## config.mk

```make
export PLATFORM = sky130hd
export DESIGN_NAME = memctl_init_seq
export DESIGN_NICKNAME = d
export VERILOG_FILES = /design/src/rtl/memctl_init_pkg.sv /design/src/rtl/memctl_init_strap.sv /design/src/rtl/memctl_init_rom.sv /design/src/rtl/memctl_init_seq.sv
export SDC_FILE = /design/constraint.sdc
export NUM_CORES = 1
export LEC_CHECK = 0
export CAP_MARGIN = 0
export CORE_UTILIZATION = 40
export CTS_BUF_LIST = sky130_fd_sc_hd__clkbuf_4 sky130_fd_sc_hd__clkbuf_8
export DETAILED_ROUTE_END_ITERATION = 10
export PLACE_DENSITY = 0.66
export SYNTH_ARGS = -nofsm -noshare
export SYNTH_HDL_FRONTEND = slang
export SYNTH_SLANG_ARGS = --single-unit
```

## constraint.sdc

```tcl
create_clock -name clk -period 3.5 [get_ports clk]
set_input_delay 0.35 -clock clk [delete_from_list [all_inputs] [get_ports clk]]
set_output_delay 0.35 -clock clk [all_outputs]
set_load 0.05 [all_outputs]
```

## src/rtl/memctl_init_pkg.sv

```systemverilog
package memctl_init_pkg;

    typedef enum logic [3:0] {
        RG_TIMING_A = 4'd0,
        RG_TIMING_B = 4'd1,
        RG_CMD      = 4'd2,
        RG_MODE     = 4'd3,
        RG_EXT      = 4'd4,
        RG_REFRESH  = 4'd5,
        RG_TAP0     = 4'd6,
        RG_TAP1     = 4'd7,
        RG_RDCYC    = 4'd8,
        RG_TIMEOUT  = 4'd9,
        RG_EXT2     = 4'd10,
        RG_EXT3     = 4'd11,
        RG_DDR2CFG  = 4'd12
    } reg_id_e;

    typedef enum logic [1:0] {
        S_START = 2'd0,
        S_ISSUE = 2'd1,
        S_DONE  = 2'd2
    } seq_state_e;

    localparam int DDR2_LEN = 26;
    localparam int DDR1_LEN = 15;
    localparam int TAIL_LEN = 4;
    localparam int HEAD_LEN = 3;
    localparam int STEP_W   = $clog2(DDR2_LEN);

    // command register action bits
    localparam logic [31:0] CMD_MODE_LOAD = 32'h01;
    localparam logic [31:0] CMD_EXT_LOAD  = 32'h02;
    localparam logic [31:0] CMD_AUTO_REF  = 32'h04;
    localparam logic [31:0] CMD_PRECHARGE = 32'h08;
    localparam logic [31:0] CMD_EXT2_LOAD = 32'h10;
    localparam logic [31:0] CMD_EXT3_LOAD = 32'h20;

    // timing word A: RAS 16, RCD 6, RP 6, RRD 4, RFC 30, MRD 15, CAS 7, open page
    localparam logic [31:0] TIMING_A_WORD =
        (32'd16) | (32'd6 << 5) | (32'd6 << 9) | (32'd4 << 13) |
        (32'd30 << 17) | (32'd15 << 23) | (32'd7 << 27) | (32'd1 << 30);

    // timing word B: burst 8, output enable, CKE, WR 6, RTW 14, RTP 8, WTR 14, gate 7, half width
    localparam logic [31:0] TIMING_B_WORD =
        (32'd8) | (32'd1 << 5) | (32'd1 << 7) | (32'd6 << 8) |
        (32'd14 << 12) | (32'd8 << 17) | (32'd14 << 21) | (32'd7 << 26) |
        (32'd1 << 31);

    localparam logic [31:0] DDR2_CFG_WORD =
        (32'd2 << 10) | (32'd1 << 9) | (32'd22 << 2) | 32'd1;

    localparam logic [31:0] TIMEOUT_WORD = 32'h000F_FFFF;
    localparam logic [31:0] REFRESH_EN   = 32'd1 << 14;

    function automatic logic [31:0] refresh_word(input logic ref40);
        logic [9:0] interval;
        interval = ref40 ? 10'd624 : 10'd390;
        return REFRESH_EN | {22'd0, interval};
    endfunction

    function automatic logic [7:0] reg_offset(input reg_id_e r);
        return {2'b00, r, 2'b00};
    endfunction

endpackage

```

## src/rtl/memctl_init_strap.sv

```systemverilog
module memctl_init_strap (
    input  logic clk,
    input  logic rst_n,
    input  logic capture,
    input  logic ddr2_pin,
    input  logic ref40_pin,
    output logic ddr2_q,
    output logic ref40_q
);
    always_ff @(posedge clk or negedge rst_n) begin
        if (!rst_n) begin
            ddr2_q  <= 1'b0;
            ref40_q <= 1'b0;
        end else if (capture) begin
            ddr2_q  <= ddr2_pin;
            ref40_q <= ref40_pin;
        end
    end
endmodule

```

## src/rtl/memctl_init_rom.sv

```systemverilog
module memctl_init_rom
    import memctl_init_pkg::*;
#(
    parameter int DATA_W = 32,
    parameter int SW     = STEP_W
) (
    input  logic [SW-1:0]     step,
    input  logic              is_ddr2,
    input  logic              ref40,
    output reg_id_e           reg_id,
    output logic [DATA_W-1:0] data,
    output logic              last
);
    localparam int BODY2_END = DDR2_LEN - TAIL_LEN;
    localparam int BODY1_END = DDR1_LEN - TAIL_LEN;

    logic [31:0] word;
    int          idx;
    int          tail_idx;

    assign idx      = int'(step);
    assign tail_idx = idx - (is_ddr2 ? BODY2_END : BODY1_END);
    assign data     = DATA_W'(word);

    always_comb begin
        reg_id = RG_CMD;
        word   = 32'd0;
        last   = 1'b0;
        if (idx < HEAD_LEN) begin
            case (idx)
                0:       begin reg_id = RG_TIMING_A; word = TIMING_A_WORD; end
                1:       begin reg_id = RG_TIMING_B; word = TIMING_B_WORD; end
                default: begin reg_id = RG_TIMEOUT;  word = TIMEOUT_WORD;  end
            endcase
        end else if (is_ddr2 && idx < BODY2_END) begin
            case (idx)
                3:       begin reg_id = RG_DDR2CFG; word = DDR2_CFG_WORD; end
                4:       begin reg_id = RG_CMD;  word = CMD_PRECHARGE; end
                5:       begin reg_id = RG_EXT2; word = 32'd0;         end
                6:       begin reg_id = RG_CMD;  word = CMD_EXT2_LOAD; end
                7:       begin reg_id = RG_EXT3; word = 32'd0;         end
                8:       begin reg_id = RG_CMD;  word = CMD_EXT3_LOAD; end
                9:       begin reg_id = RG_EXT;  word = 32'd0;         end
                10:      begin reg_id = RG_CMD;  word = CMD_EXT_LOAD;  end
                11:      begin reg_id = RG_MODE; word = 32'h100;       end
                12:      begin reg_id = RG_CMD;  word = CMD_MODE_LOAD; end
                13:      begin reg_id = RG_CMD;  word = CMD_PRECHARGE; end
                14:      begin reg_id = RG_CMD;  word = CMD_AUTO_REF;  end
                15:      begin reg_id = RG_CMD;  word = CMD_AUTO_REF;  end
                16:      begin reg_id = RG_MODE; word = 32'hA33;       end
                17:      begin reg_id = RG_CMD;  word = CMD_MODE_LOAD; end
                18:      begin reg_id = RG_EXT;  word = 32'h382;       end
                19:      begin reg_id = RG_CMD;  word = CMD_EXT_LOAD;  end
                20:      begin reg_id = RG_EXT;  word = 32'h402;       end
                default: begin reg_id = RG_CMD;  word = CMD_EXT_LOAD;  end
            endcase
        end else if (!is_ddr2 && idx < BODY1_END) begin
            case (idx)
                3:       begin reg_id = RG_CMD;  word = CMD_PRECHARGE; end
                4:       begin reg_id = RG_MODE; word = 32'h133;       end
                5:       begin reg_id = RG_CMD;  word = CMD_MODE_LOAD; end
                6:       begin reg_id = RG_EXT;  word = 32'h02;        end
                7:       begin reg_id = RG_CMD;  word = CMD_EXT_LOAD;  end
                8:       begin reg_id = RG_CMD;  word = CMD_PRECHARGE; end
                9:       begin reg_id = RG_MODE; word = 32'h33;        end
                default: begin reg_id = RG_CMD;  word = CMD_MODE_LOAD; end
            endcase
        end else begin
            case (tail_idx)
                0:       begin reg_id = RG_REFRESH; word = refresh_word(ref40); end
                1:       begin reg_id = RG_TAP0;    word = 32'h08; end
                2:       begin reg_id = RG_TAP1;    word = 32'h09; end
                default: begin reg_id = RG_RDCYC;   word = 32'hFF; last = 1'b1; end
            endcase
        end
    end
endmodule

```

## src/rtl/memctl_init_seq.sv

```systemverilog
module memctl_init_seq
    import memctl_init_pkg::*;
#(
    parameter int ADDR_W = 8,
    parameter int DATA_W = 32
) (
    input  logic              clk,
    input  logic              rst_n,
    input  logic              strap_ddr2,
    input  logic              strap_ref40,
    output logic [ADDR_W-1:0] wr_addr,
    output logic [DATA_W-1:0] wr_data,
    output logic              wr_valid,
    input  logic              wr_ready,
    output logic              init_done
);
    localparam int SW = STEP_W;

    seq_state_e        state;
    logic [SW-1:0]     step;
    logic              ddr2_q;
    logic              ref40_q;
    reg_id_e           cur_reg;
    logic [DATA_W-1:0] cur_data;
    logic              cur_last;

    memctl_init_strap u_strap (
        .clk       (clk),
        .rst_n     (rst_n),
        .capture   (state == S_START),
        .ddr2_pin  (strap_ddr2),
        .ref40_pin (strap_ref40),
        .ddr2_q    (ddr2_q),
        .ref40_q   (ref40_q)
    );

    memctl_init_rom #(.DATA_W(DATA_W), .SW(SW)) u_rom (
        .step    (step),
        .is_ddr2 (ddr2_q),
        .ref40   (ref40_q),
        .reg_id  (cur_reg),
        .data    (cur_data),
        .last    (cur_last)
    );

    // state register and step counter
    always_ff @(posedge clk or negedge rst_n) begin
        if (!rst_n) begin
            state <= S_START;
            step  <= '0;
        end else begin
            unique case (state)
                S_START: begin
                    state <= S_ISSUE;
                    step  <= '0;
                end
                S_ISSUE: begin
                    if (wr_ready) begin
                        if (cur_last) state <= S_DONE;
                        else          step  <= step + 1'b1;
                    end
                end
                S_DONE:  state <= S_DONE;
                default: state <= S_START;
            endcase
        end
    end

    // outputs decoded from state
    always_comb begin
        wr_valid  = 1'b0;
        init_done = 1'b0;
        wr_addr   = '0;
        wr_data   = '0;
        unique case (state)
            S_ISSUE: begin
                wr_valid = 1'b1;
                wr_addr  = ADDR_W'(reg_offset(cur_reg));
                wr_data  = cur_data;
            end
            S_DONE:  init_done = 1'b1;
            default: ;
        endcase
    end
endmodule

```

==> results.py, run 1 <==
metrics = {
    "layout": {
        "most_common_cell_after_layout_fill_and_taps_aside": "sky130_fd_sc_hd__buf_4",
        "number_of_non_filler_instances_in_the_completed_layout": 371,
        "drive_above_1_share_pct": 23.68,
        "area.growth.synth_to_final_pct": 30.34,
        "final_cell_mix": "sky130_fd_sc_hd__buf_4 (25), sky130_fd_sc_hd__clkdlybuf4s50_1 (22), sky130_fd_sc_hd__nor2_1 (19), sky130_fd_sc_hd__nand2_1 (19), sky130_fd_sc_hd__a21oi_1 (17)",
        "final_nets": 330,
        "num_antenna_cells": 0,
    },
    "sta": {
        "final_period_demand_of_the_worst_path_ps": 3392,
        "timing_max_transition_violations_final": 0,
        "timing.final.setup_violations": 0,
        "fin_crit_sh_pct": 96.91,
        "finalHoldViolCount": 0,
        "worst_clock_skew_ps": 5.016,
        "worst_slew_margin_pct": 60.29,
        "tightestPinTransition_ps": 580.6,
        "fmax_mhz": 294.8,
    },
    "drt": {
        "number_of_antenna_violating_nets_in_the_routed_design": 0,
        "wl_per_cell_um": 16.71,
        "drt_iter0_drc": 150,
        "via_count": 2204,
        "drc": 0,
        "vias_per_cell": 5.941,
        "routed_wirelength_um": 6199,
        "drt_first_pass_iters": 5,
    },
    "cts": {
        "cts.clk_slew.worst_paths_ps": 50,
        "cts_tree": "built",
        "clock-root-buffer": "sky130_fd_sc_hd__clkbuf_8",
        "hold_bufs_at_cts": 0,
        "clkLatencyLatePin_ps": 230,
        "ctsLongestPathBuffers": 2,
        "clock_sinks": 9,
        "cts_buffers": 3,
        "htree_levels": 1,
    },
    "die": {
        "core_region_area_um2": 4848,
        "initial_core_util_pct": 42.53,
        "fp.dieH_um": 73.80,
        "fp-row-count": 25,
        "io-pin-count": 47,
        "dieArea_um2": 5446,
        "die_width_um": 73.80,
    },
    "critical_path": {
        "crit_path_max_fanout": 5,
        "critPathArrivalTime_ps": 3040,
        "critical_path.startpoint_type": "register",
        "critical_path.endpoint_type": "output pin",
        "worst_ep_required_time_ps": 3150,
        "critical_path_class": "register to output pin",
    },
    "grt": {
        "grt_max_degree": 32,
        "grt_pass1_vias": 1873,
        "antenna_found_initial": 0,
        "groute.usage.overall_pct": 22.79,
        "global_route_wire_length_before_repair_um": 9453,
        "global_route_total_overflow": 0,
    },
    "placed_design": {
        "number_of_i_o_port_buffers": 42,
        "post-dp-hpwl_um": 4639,
        "gp_congestion": 0.8830,
        "post-place-cells": 364,
    },
    "worst_hold_path": {
        "holdCritPathClass": "input port to async pin",
    },
    "power_and_ir_drop": {
        "vdd_ir_drop_max_mv": 0.4662,
        "power.leakage_nw": 1.150,
        "power.density_cell_area_nw_per_um2": 935.6,
        "report.power.total_mw": 2.514,
    },
    "synthesis": {
        "synth-seq-cells": 9,
        "ys_async_sr_fraction_pct": 100.0,
        "synth_flop_cell": "sky130_fd_sc_hd__dfrtp_1",
        "synth_edf_count": 0,
        "yosys_warnings": 0,
        "synth.cell_area_um2": 2062,
        "synth_sequential_area_ratio_pct": 10.92,
        "synthesis.area_per_instance_um2": 7.609,
        "post_synth_num_cell_types": 67,
        "synth_cells": 271,
    },
    "flow_run": {
        "maxCapViolations": 0,
    },
    "outcome": {
        "status": "finished clean",
    },
}
power by group:
group / internal, mW / total (mW) / switching (mW)
combinational: 0.768 / 2.21 / 1.44
sequential: 0.140 / 0.176 / 0.0361
clock: 0.0871 / 0.128 / 0.0413
total: 0.995 / 2.51 / 1.52
registers in the layout, summed over array words and instances (netlist names):
name / count
step: 5
state: 2
u_strap.ddr2_q: 1
u_strap.ref40_q: 1
worst max-delay path, cell delays in order (launching register included):
cell and delay (ps):
sky130_fd_sc_hd__dfrtp_1 350, sky130_fd_sc_hd__inv_2 70, sky130_fd_sc_hd__ha_2 170, sky130_fd_sc_hd__inv_2 60, sky130_fd_sc_hd__ha_4 140, sky130_fd_sc_hd__a21o_1 140, sky130_fd_sc_hd__a21oi_2 70, sky130_fd_sc_hd__fa_2 510
sky130_fd_sc_hd__nor4b_4 310, sky130_fd_sc_hd__nand2_2 150, sky130_fd_sc_hd__o41ai_4 420, sky130_fd_sc_hd__o211ai_1 170, sky130_fd_sc_hd__buf_4 230
Yosys cell counts, types with 2 or more instances:
cell                        number  area (µm²)
sky130_fd_sc_hd__a21oi_1        20       100.1
sky130_fd_sc_hd__nand2_1        20       75.07
sky130_fd_sc_hd__ha_1           19       237.7
sky130_fd_sc_hd__nor2_1         19       71.32
sky130_fd_sc_hd__buf_4          17       127.6
sky130_fd_sc_hd__inv_1          14       52.55
sky130_fd_sc_hd__nand3_1        12       60.06
sky130_fd_sc_hd__buf_2           9       45.04
sky130_fd_sc_hd__dfrtp_1         9       225.2
sky130_fd_sc_hd__o21ai_0         9       45.04
sky130_fd_sc_hd__mux2i_1         8       80.08
sky130_fd_sc_hd__nor2b_1         8       50.05
sky130_fd_sc_hd__nand2b_1        6       37.54
sky130_fd_sc_hd__nand4_1         6       37.54
sky130_fd_sc_hd__nor3_1          6       30.03
sky130_fd_sc_hd__or3_1           6       37.54
sky130_fd_sc_hd__a21o_1          5       37.54
sky130_fd_sc_hd__a31oi_1         5       31.28
sky130_fd_sc_hd__clkbuf_1        5       18.77
sky130_fd_sc_hd__mux2_2          5       56.30
sky130_fd_sc_hd__and2_1          3       18.77
sky130_fd_sc_hd__nand3b_1        3       22.52
sky130_fd_sc_hd__nor4_1          3       18.77
sky130_fd_sc_hd__o22ai_1         3       18.77
sky130_fd_sc_hd__a21boi_0        2       15.01
sky130_fd_sc_hd__a311oi_1        2       17.52
sky130_fd_sc_hd__clkinv_1        2       7.510
sky130_fd_sc_hd__nand2_4         2       22.52
sky130_fd_sc_hd__o2111ai_1       2       17.52
sky130_fd_sc_hd__o21ai_1         2       10.01
sky130_fd_sc_hd__o2bb2ai_1       2       17.52
sky130_fd_sc_hd__xor2_1          2       17.52
kinds of logic after synthesis:
logic type               count (synthesis)  synth area share, %
XOR/XNOR                                 2               0.8497
multiplexers                            13                6.614
buffers and inverters                   49                13.17
other                                    1               0.1819
adder cells (fa/ha/maj)                 20                12.50
AO/OA/AOI/OAI                           74                27.79
AND/OR/NAND/NOR                        103                27.97
flip-flops                               9                10.92
final cells by class:
cell class	instances	area (µm²)
clock buffer	4	48.80
tap	67	83.83
inverter	17	68.82
multi-input combinational	216	1663
sequential	9	225.2
fill	463	2161
timing repair buffer	58	598.1
worst paths after layout:
path                                      from               to  slack, ps  cells past startpoint
worst max-delay path            u_strap.ddr2_q       wr_data[2]        110                     12
worst min-delay path                     rst_n  u_strap.ref40_q        410                      1
worst max register to register  u_strap.ddr2_q         state[0]        680                     12
worst min register to register        state[1]         state[1]        530                      1
max in group asynchronous                rst_n          step[4]       2810                      1
min in group clk                      state[1]         state[1]        530                      1
routing by layer:
metal	GRT usage, %	wire length [µm]	vias to the layer above
met5	0	0	-
met4	8.761	217	0
met3	3.978	582	21
met2	32.82	2705	137
met1	33.28	2694	1000
li1	-	-	1046
per-stage QoR:
| stage | area, µm² | hold WS, ps | utilization (%) | setup TNS [ps] | worst slack (ps) |
|---|---|---|---|---|---|
| after detailed placement | 2540 | 529.7 | 52.39 | 0 | 224.3 |
| after CTS | 2590 | 433.3 | 53.42 | 0 | 36.16 |
| after global placement | 2540 | 521.4 | 52.39 | 0 | 304.3 |
| final | 2688 | 408.9 | 55.43 | 0 | 108.3 |
| after floorplan | 2093 | 54.41 | - | 0 | 25.90 |
| after global routing | 2688 | 442.9 | 55.43 | -23.36 | -23.19 |
timing repair:
item	CTS	global route
gates resized for setup	1	17
endpoints found under the setup margin	1	12
pin swaps	0	6
setup buffers	0	3
Note: power is estimated with default switching activity, not from simulation.
==> run 2: changes to the inputs <==
PLACE_DENSITY = 0.71   (was 0.66)
==> run 2 against run 1 <==
Net effect: utilization fell by 1.8 points; worst setup slack better by 35 ps; combinational power is 3% lower; via count shrank 1.9%; flip-flop and latch count is the same; fmax is 1.0% higher; critical path type unchanged; highest routed layer unchanged.
==> results.py, run 2 (synthesized netlist as in run 1, its figures left out) <==
metrics = {
    "outcome": {
        "status": "finished clean",
    },
    "die": {
        "core_region_area_um2": 4848,
        "initial_core_util_pct": 42.53,
        "dieArea_um2": 5446,
        "die_width_um": 73.80,
        "fp-row-count": 25,
        "io-pin-count": 47,
        "fp.dieH_um": 73.80,
    },
    "critical_path": {
        "r2r.worst_path.cells": 12,
        "critical_path.endpoint_type": "output pin",
        "critical_path.startpoint_type": "register",
        "worst_ep_required_time_ps": 3150,
        "critical_path_class": "register to output pin",
        "endpoint": "wr_data[4]",
        "setup.worst_path.start": "u_strap.ddr2_q",
        "crit_path_max_fanout": 11,
        "critPathArrivalTime_ps": 3010,
        "ff2ff_setup_slack_ps": 780,
        "worst_r2r_startpoint": "u_strap.ddr2_q",
        "worst_flop_to_flop_path_endpoint": "step[0]",
    },
    "drt": {
        "routed_wirelength_um": 5890,
        "drt_iter0_drc": 266,
        "wl_per_cell_um": 15.96,
        "drc": 0,
        "drt_first_pass_iters": 5,
        "number_of_antenna_violating_nets_in_the_routed_design": 0,
        "via_count": 2163,
        "vias_per_cell": 5.862,
    },
    "grt": {
        "global_route_total_overflow": 0,
        "grt_pass1_vias": 1986,
        "groute.usage.overall_pct": 22.81,
        "antenna_found_initial": 0,
        "global_route_wire_length_before_repair_um": 9549,
        "grt_max_degree": 32,
    },
    "layout": {
        "seqCellArea_um2": 225.2,
        "register_name_with_the_most_flops": "step",
        "largest_registers": "step (5), state (2)",
        "number_of_non_filler_instances_in_the_completed_layout": 369,
        "final_nets": 328,
        "final_cell_mix": "sky130_fd_sc_hd__clkdlybuf4s50_1 (27), sky130_fd_sc_hd__buf_4 (22), sky130_fd_sc_hd__nand2_1 (20)",
        "area_occupied_by_multi_input_gates_um2": 1598,
        "drive_above_1_share_pct": 19.87,
        "largest_register_ffs": 5,
        "num_antenna_cells": 0,
        "layout.filler_cells": 480,
        "most_common_cell_after_layout_fill_and_taps_aside": "sky130_fd_sc_hd__clkdlybuf4s50_1",
        "area.growth.synth_to_final_pct": 26.09,
    },
    "cts": {
        "clock-root-buffer": "sky130_fd_sc_hd__clkbuf_8",
        "cts_tree": "built",
        "ctsLongestPathBuffers": 2,
        "clkLatencyLatePin_ps": 230,
        "clock_sinks": 9,
        "htree_levels": 1,
        "cts.clk_slew.worst_paths_ps": 40,
        "hold_bufs_at_cts": 0,
        "cts_buffers": 3,
    },
    "sta": {
        "finalHoldViolCount": 0,
        "final_period_demand_of_the_worst_path_ps": 3357,
        "timing_max_transition_violations_final": 0,
        "tightestPinTransition_ps": 602.9,
        "worst_slew_margin_pct": 58.77,
        "rsz0062_at_grt": "false",
        "finalWorstSetupSlack_ps": 142.9,
        "setup_tns_ps": 0,
        "timing.final.setup_violations": 0,
        "worst_clock_skew_ps": 0.4779,
        "fmax_mhz": 297.9,
        "fin_crit_sh_pct": 95.92,
    },
    "power_and_ir_drop": {
        "report.power.total_mw": 2.439,
        "vdd_ir_drop_max_mv": 0.7130,
        "power.leakage_nw": 1.075,
        "power.density_cell_area_nw_per_um2": 938.2,
    },
    "placed_design": {
        "post-place-cells": 365,
        "dp_worst_setup_slack_ps": 213.9,
        "number_of_i_o_port_buffers": 42,
        "gp_congestion": 0.9304,
        "post-dp-hpwl_um": 4542,
    },
    "flow_run": {
        "maxCapViolations": 0,
    },
    "worst_hold_path": {
        "holdCritPathClass": "input port to async pin",
    },
}
run 2: area by class of cell:
class / instances / area share (%)
clock buffers: 4 / 1.877
inverters: 17 / 2.647
multi-input cells: 216 / 61.45
flip-flops and latches: 9 / 8.662
well taps: 67 / 3.224
repair buffers: 56 / 22.14
run 2: layer usage:
| metal | vias up | share of wire, % | global-route usage (%) |
|---|---|---|---|
| met3 | 8 | 8.3 | 3.704 |
| li1 | 1043 | - | - |
| met5 | - | 0 | 0 |
| met1 | 1004 | 44 | 32.01 |
| met4 | 0 | 1.2 | 5.769 |
| met2 | 108 | 46 | 36.09 |
run 2: critical path: stages (launching register included):
cell	delay (ps)
sky130_fd_sc_hd__dfrtp_1	380
sky130_fd_sc_hd__inv_2	100
sky130_fd_sc_hd__ha_1	150
sky130_fd_sc_hd__inv_1	40
sky130_fd_sc_hd__ha_1	220
sky130_fd_sc_hd__a21o_1	180
sky130_fd_sc_hd__a21oi_1	180
sky130_fd_sc_hd__fa_1	440
sky130_fd_sc_hd__nor4b_4	140
sky130_fd_sc_hd__and2_2	250
sky130_fd_sc_hd__and4_1	220
sky130_fd_sc_hd__o32ai_2	280
sky130_fd_sc_hd__buf_12	180
run 2: what timing repair did:
item | CTS | global route
setup buffers | 0 | 0
cloned | 0 | 0
pin swaps | 1 | 0
endpoints found under the setup margin | 1 | 4
gates resized for setup | 1 | 1
run 2: how the worst min path moves through the flow:
stage,cells past startpoint,endpoint,start,slack [ps]
after global placement,1,state[1],state[1],520
after global routing,1,state[0],rst_n,440
after CTS,1,step[3],rst_n,430
after floorplan,0,state[0],rst_n,50
final,1,step[3],rst_n,410
after detailed placement,1,state[1],state[1],530
run 2: stage by stage:
step / hold WS, ps / instance area [µm²] / util, %
6_report: 413.6 / 2600 / 53.63
5_1_grt: 444.4 / 2600 / 53.63
4_1_cts: 432.9 / 2600 / 53.63
3_5_place_dp: 534.9 / 2550 / 52.59
3_3_place_gp: 520.6 / 2550 / 52.59
2_1_floorplan: 54.41 / 2093 / -
run 2: power breakdown:
| part | total (mW) | switching, mW | internal, mW |
|---|---|---|---|
| clock network | 0.129 | 0.0422 | 0.0872 |
| logic | 2.15 | 1.41 | 0.733 |
| registers | 0.165 | 0.0245 | 0.140 |
| total | 2.44 | 1.48 | 0.960 |
